[config.mk]
export PLATFORM = sky130hd
export DESIGN_NAME = tmr_value_rb
export DESIGN_NICKNAME = d
export VERILOG_FILES = /design/src/rtl/tmr_pkg.sv /design/src/rtl/tmr_cnt.sv /design/src/rtl/tmr_edge_det.sv /design/src/rtl/tmr_value_rb.sv
export SDC_FILE = /design/constraint.sdc
export NUM_CORES = 1
export LEC_CHECK = 0
export ABC_CLOCK_PERIOD_IN_PS = 6950
export CAP_MARGIN = 40
export CORE_UTILIZATION = 40
export CTS_BUF_LIST = sky130_fd_sc_hd__clkbuf_8
export DETAILED_ROUTE_END_ITERATION = 8
export GPL_TIMING_DRIVEN = 0
export SYNTH_ARGS = -nofsm -noshare
export SYNTH_HDL_FRONTEND = slang
export SYNTH_SLANG_ARGS = --single-unit
[constraint.sdc]
create_clock -name clk_i -period 6.95 [get_ports clk_i]
set_input_delay 1.39 -clock clk_i [delete_from_list [all_inputs] [get_ports clk_i]]
set_output_delay 1.39 -clock clk_i [all_outputs]
set_load 0.02 [all_outputs]
[src/rtl/tmr_pkg.sv]
package tmr_pkg;
  typedef enum logic [2:0] {
    MODE_PER16 = 3'd0,
    MODE_ECNT  = 3'd1,
    MODE_ETIME = 3'd2,
    MODE_PWM16 = 3'd3,
    MODE_CAT32 = 3'd4
  } tmr_mode_e;

  typedef enum logic [1:0] {
    POL_NONE = 2'd0,
    POL_RISE = 2'd1,
    POL_FALL = 2'd2,
    POL_BOTH = 2'd3
  } edge_pol_e;
endpackage

[src/rtl/tmr_cnt.sv]
module tmr_cnt #(
  parameter int W = 16
) (
  input  logic         clk_i,
  input  logic         rst_ni,
  input  logic         en_i,
  input  logic         up_i,
  input  logic         ld_i,
  input  logic [W-1:0] ld_val_i,
  output logic [W-1:0] cnt_o
);
  logic [W-1:0] cnt_q;

  always_ff @(posedge clk_i or negedge rst_ni) begin
    if (!rst_ni)    cnt_q <= '1;
    else if (ld_i)  cnt_q <= ld_val_i;
    else if (en_i)  cnt_q <= up_i ? cnt_q + W'(1) : cnt_q - W'(1);
  end

  assign cnt_o = cnt_q;

  p_load_r2: assert property (@(posedge clk_i) disable iff (!rst_ni)
    ld_i |=> cnt_q == $past(ld_val_i));
  p_down_r2: assert property (@(posedge clk_i) disable iff (!rst_ni)
    (en_i && !ld_i && !up_i) |=> cnt_q == $past(cnt_q) - W'(1));
endmodule

[src/rtl/tmr_edge_det.sv]
module tmr_edge_det #(
  parameter int SYNC_N = 2
) (
  input  logic       clk_i,
  input  logic       rst_ni,
  input  logic       in_i,
  input  logic [1:0] pol_i,
  output logic       edge_o
);
  // sh[SYNC_N-1] is the synchronized level, sh[SYNC_N] its previous value
  logic [SYNC_N:0] sh_q;
  logic rise, fall;

  always_ff @(posedge clk_i or negedge rst_ni) begin
    if (!rst_ni) sh_q <= '0;
    else         sh_q <= {sh_q[SYNC_N-1:0], in_i};
  end

  assign rise   = sh_q[SYNC_N-1] & ~sh_q[SYNC_N];
  assign fall   = ~sh_q[SYNC_N-1] & sh_q[SYNC_N];
  assign edge_o = (rise & pol_i[0]) | (fall & pol_i[1]);

  p_no_edge_none_r7: assert property (@(posedge clk_i) disable iff (!rst_ni)
    (pol_i == 2'd0) |-> !edge_o);
endmodule

[src/rtl/tmr_value_rb.sv]
module tmr_value_rb
  import tmr_pkg::*;
#(
  parameter int CNT_W = 16,
  parameter int PRE_W = 8
) (
  input  logic                 clk_i,
  input  logic                 rst_ni,
  input  logic [2:0]           mode_i,
  input  logic [1:0]           pol_i,
  input  logic                 alt_clk_i,
  input  logic                 run_i,
  input  logic                 load_i,
  input  logic [2*CNT_W-1:0]   load_val_i,
  input  logic                 edge_in_i,
  output logic [2*CNT_W-1:0]   value_o
);
  localparam int VAL_W = 2 * CNT_W;
  localparam int TS_W  = CNT_W + PRE_W;
  localparam int PAD_W = VAL_W - TS_W;

  logic [CNT_W-1:0] lo_cnt, hi_cnt;
  logic [PRE_W-1:0] pre_cnt;
  logic [TS_W-1:0]  cap_q, ts;
  logic is_ecnt, is_etime, is_pwm, is_cat;
  logic edge_q, lo_en, lo_term, pre_en, hi_en;
  logic [CNT_W-1:0] sub16;
  logic [TS_W-1:0]  sub24;
  logic [VAL_W-1:0] sub32;

  assign is_ecnt  = (mode_i == MODE_ECNT);
  assign is_etime = (mode_i == MODE_ETIME);
  assign is_pwm   = (mode_i == MODE_PWM16);
  assign is_cat   = (mode_i == MODE_CAT32);

  tmr_edge_det #(.SYNC_N(2)) u_edge (
    .clk_i(clk_i), .rst_ni(rst_ni), .in_i(edge_in_i), .pol_i(pol_i), .edge_o(edge_q)
  );

  assign lo_en   = is_ecnt ? edge_q : run_i;
  assign lo_term = is_ecnt ? (&lo_cnt) : ~|lo_cnt;
  assign pre_en  = lo_en & lo_term & ~is_cat;
  assign hi_en   = lo_en & lo_term & is_cat;

  tmr_cnt #(.W(CNT_W)) u_lo (
    .clk_i(clk_i), .rst_ni(rst_ni), .en_i(lo_en), .up_i(is_ecnt), .ld_i(load_i),
    .ld_val_i(load_val_i[CNT_W-1:0]), .cnt_o(lo_cnt)
  );
  tmr_cnt #(.W(PRE_W)) u_pre (
    .clk_i(clk_i), .rst_ni(rst_ni), .en_i(pre_en), .up_i(is_ecnt), .ld_i(load_i),
    .ld_val_i(load_val_i[TS_W-1:CNT_W]), .cnt_o(pre_cnt)
  );
  tmr_cnt #(.W(CNT_W)) u_hi (
    .clk_i(clk_i), .rst_ni(rst_ni), .en_i(hi_en), .up_i(1'b0), .ld_i(load_i),
    .ld_val_i(load_val_i[VAL_W-1:CNT_W]), .cnt_o(hi_cnt)
  );

  assign ts = {pre_cnt, lo_cnt};

  always_ff @(posedge clk_i or negedge rst_ni) begin
    if (!rst_ni)                cap_q <= '1;
    else if (is_etime && edge_q) cap_q <= ts;
  end

  // alternate clock source: live count reads one lower
  assign sub16 = lo_cnt - CNT_W'(alt_clk_i);
  assign sub24 = ts - TS_W'(alt_clk_i);
  assign sub32 = {hi_cnt, lo_cnt} - VAL_W'(alt_clk_i);

  always_comb begin
    case (mode_i)
      MODE_ECNT:  value_o = {{PAD_W{1'b0}}, ts};
      MODE_ETIME: value_o = {{PAD_W{1'b0}}, cap_q};
      MODE_PWM16: value_o = {{PAD_W{1'b0}}, sub24};
      MODE_CAT32: value_o = sub32;
      default:    value_o = {{CNT_W{1'b0}}, sub16};
    endcase
  end

  p_cap_r8: assert property (@(posedge clk_i) disable iff (!rst_ni)
    (is_etime && edge_q) |=> cap_q == $past(ts));
  p_cap_hold_r8: assert property (@(posedge clk_i) disable iff (!rst_ni)
    !(is_etime && edge_q) |=> $stable(cap_q));
  p_ecnt_r6: assert property (@(posedge clk_i) disable iff (!rst_ni)
    (is_ecnt && edge_q && !load_i) |=> ts == $past(ts) + TS_W'(1));
  p_ecnt_idle_r6: assert property (@(posedge clk_i) disable iff (!rst_ni)
    (is_ecnt && !edge_q && !load_i) |=> $stable(ts));
  p_cat_r5: assert property (@(posedge clk_i) disable iff (!rst_ni)
    (is_cat && run_i && lo_cnt == '0 && !load_i) |=> hi_cnt == $past(hi_cnt) - CNT_W'(1));
  p_top_zero_r4: assert property (@(posedge clk_i) disable iff (!rst_ni)
    (is_pwm || is_ecnt || is_etime) |-> value_o[VAL_W-1:TS_W] == '0);
endmodule

==> impl_metrics.yaml <==
clocking:
  cts-buffers-inserted: 9
  clock_latency_ns: 0.37
  clockBufferDepth: 2
  cts_hold_buf: 0
  cts.clk_slew.worst_paths_ns: 0.07
  htree_levels: 3
  numClockSinks: 67
  cts_resized: 0
  cts_tree: "built"
  post-cts-setup-buffer-count: 0
  cts_root_buf: "clkbuf_8"
die:
  num_io_pins: 75
  dieArea_mm2: 0.0163
  start_util_pct: 41.2
  fp.dieW_um: 128
  rows: 45
  core_area_mm2: 0.0153
  chipHeight_um: 128
global_route:
  grt_max_degree: 38
  grt_pass1_wl_mm: 32.4
  grt_overflow_total: 0
  grt_pass1_vias: 5778
  antenna_found_initial: 0
  track_usage_pct: 26.2
run:
  cap_viol_max_count: 0
timing:
  drv_slew: 0
  hold_viol: 0
  rsz0062_at_grt: "false"
  finalCritPeriodShare_pct: 90.6
  fmax_mhz: 159
  worst_pin_slew_ns: 0.817
  fin_skew_ns: 0.00671
  max_slew_margin_pct: 45.1
  period_needed_ns: 6.30
  tns_ns: 0
  setup_viol: 0
detailed_routing:
  detail-route-antenna-nets: 0
  drt-total-wl_mm: 20.3
  route.detailed.drc: 0
  drtIter0Drc: 583
  wl_per_cell_um: 20.1
  dr.pass1.iters: 5
  vias: 5982
  drt-vias-per-instance: 5.92
power_and_ir_drop:
  power_density_mw_per_mm2: 213
  ir_drop_mv: 0.108
  power_mw: 1.60
  leakagePower_nw: 2.74
setup_path:
  worstPathArrival_ns: 4.91
  worst_ep_required_time_ns: 5.56
  critPathMaxFanout: 7
  crit_buf_inv: 3
  critPathTopFamily: "buffers and inverters"
  setup.worst_path.end_class: "primary output"
  crit_chain: "clkdlybuf4s50_1 > ha_1 > ha_1 > or4b_1 > clkbuf_1 > nor4_1 > xor2_1 > a22o_1 > a221o_1 > clkdlybuf4s50_1"
  critPathKind: "in -> out"
  cpPeakStageDelay_ns: 0.53
  cpMaxStageDelayCell: "nor4_1"
  start_kind: "input port"
logic_synthesis:
  synth_edf_count: 0
  ys_seq_area_share_pct: 27.9
  yosys.area.top_type: "dfstp_2"
  synth.top_cell.area_share_pct: 26.7
  avgSynthCellArea_um2: 8.87
  yosysMostFrequentCell: "dfstp_2"
  ys_top_cells_by_count: "64 x dfstp_2, 57 x a21oi_1, 52 x nand2_1"
  async_reset_ff_share_pct: 100
  ys_warn_count: 0
  synthDistinctLibCells: 75
  netlist_top_cells_area: "dfstp_2 27%, ha_1 8.9%, xnor2_1 6.8%"
  ys_ff_latch: 67
  syn_area_mm2: 0.00631
  synth.net_count: 801
  ys.flop_type: "dfstp_2"
  synth_cells: 711
final_layout:
  fin_cells: 1010
  layout-drive-gt1-share_pct: 17.6
  antenna_cells: 0
  fin_util_pct: 49.0
  fillers: 1497
  syn2layout_area_growth_pct: 19.0
  fin_nets: 885
placed_design:
  globalplace.congestion: 0.887
  place_inst: 995
  hpwl_mm: 15.1
  portBuffers: 70
run_status:
  outcome: "finished, final reports clean"
min_path:
  hp-class: "reg -> reg"
==> power by group <==
group | internal, mW | leakage (nW) | switching [mW]
Clock | 0.161 | 0.0946 | 0.172
Sequential | 0.524 | 0.707 | 0.0832
Combinational | 0.297 | 1.93 | 0.363
==> registers in the layout (all words and copies together) (netlist names) <==
signal and flops:
cap_q 24, u_edge.sh_q 3, u_hi.cnt_o 16, u_lo.cnt_o 16, u_pre.cnt_o 8
==> cells by family (layout without fill, tap and decap cells) <==
logic type / Yosys count / in the layout / share of synthesized area [%]
AO/OA/AOI/OAI: 219 / 219 / 25.1
XOR/XNOR: 62 / 62 / 8.61
AND/OR/NAND/NOR: 208 / 208 / 17.5
multiplexers: 39 / 39 / 6.75
buffers and inverters: 69 / 157 / 4.60
adder cells (fa/ha/maj): 47 / 47 / 9.56
flip-flops: 67 / 67 / 27.9
==> per-layer routing <==
metal  global-route usage [%]  vias up  routed length [µm]
met5                        0        -                   0
met4                     8.75        0                 446
met3                     3.56       29                1140
met2                     40.3      233                9050
met1                     37.5     2891                9700
li1                         -     2829                   -
==> area by class of cell <==
| type | count | area, µm² | share of cell area, % |
|---|---|---|---|
| Clock inverter | 6 | 57.6 | 0.767 |
| Sequential cell | 67 | 1760 | 23.4 |
| Multi-Input combinational cell | 575 | 4270 | 56.8 |
| Timing Repair Buffer | 73 | 748 | 9.97 |
| Clock buffer | 9 | 124 | 1.65 |
| Buffer | 48 | 211 | 2.82 |
| Inverter | 21 | 78.8 | 1.05 |
| Tap cell | 211 | 264 | 3.52 |
==> cell usage in the layout, fill, tap and decap left out, drive strengths merged, types with 15 or more instances in the layout <==
cell type       n
nand2          52
xnor2          49
a21oi          57
a21o           15
a2111oi        15
nor2           47
mux2           28
ha             45
inv            21
nor3           21
clkdlybuf4s50  69
dfstp          64
clkbuf         50
o21ai          39
==> through the flow <==
step	hold slack, ns	worst slack (ns)	cell area (µm²)
2_1_floorplan	0.331	1.90	6310
3_3_place_gp	0.336	0.338	7270
3_5_place_dp	0.343	0.728	7320
4_1_cts	0.361	0.719	7510
5_1_grt	0.383	0.563	7510
6_report	0.357	0.651	7510
==> path summary, 6_finish.rpt <==
check                               start             end  slack (ns)  cells past startpoint
max                             alt_clk_i     value_o[14]        0.65                     10
min                        u_edge.sh_q[0]  u_edge.sh_q[1]        0.36                      0
max reg2reg                 u_lo.cnt_o[3]   u_hi.cnt_o[8]        4.05                      7
min reg2reg                u_edge.sh_q[0]  u_edge.sh_q[1]        0.36                      0
max in group asynchronous          rst_ni       cap_q[22]        5.37                      2
min in group asynchronous          rst_ni   u_lo.cnt_o[9]        1.25                      1
No activity file was read; power rests on OpenSTA's default activity.
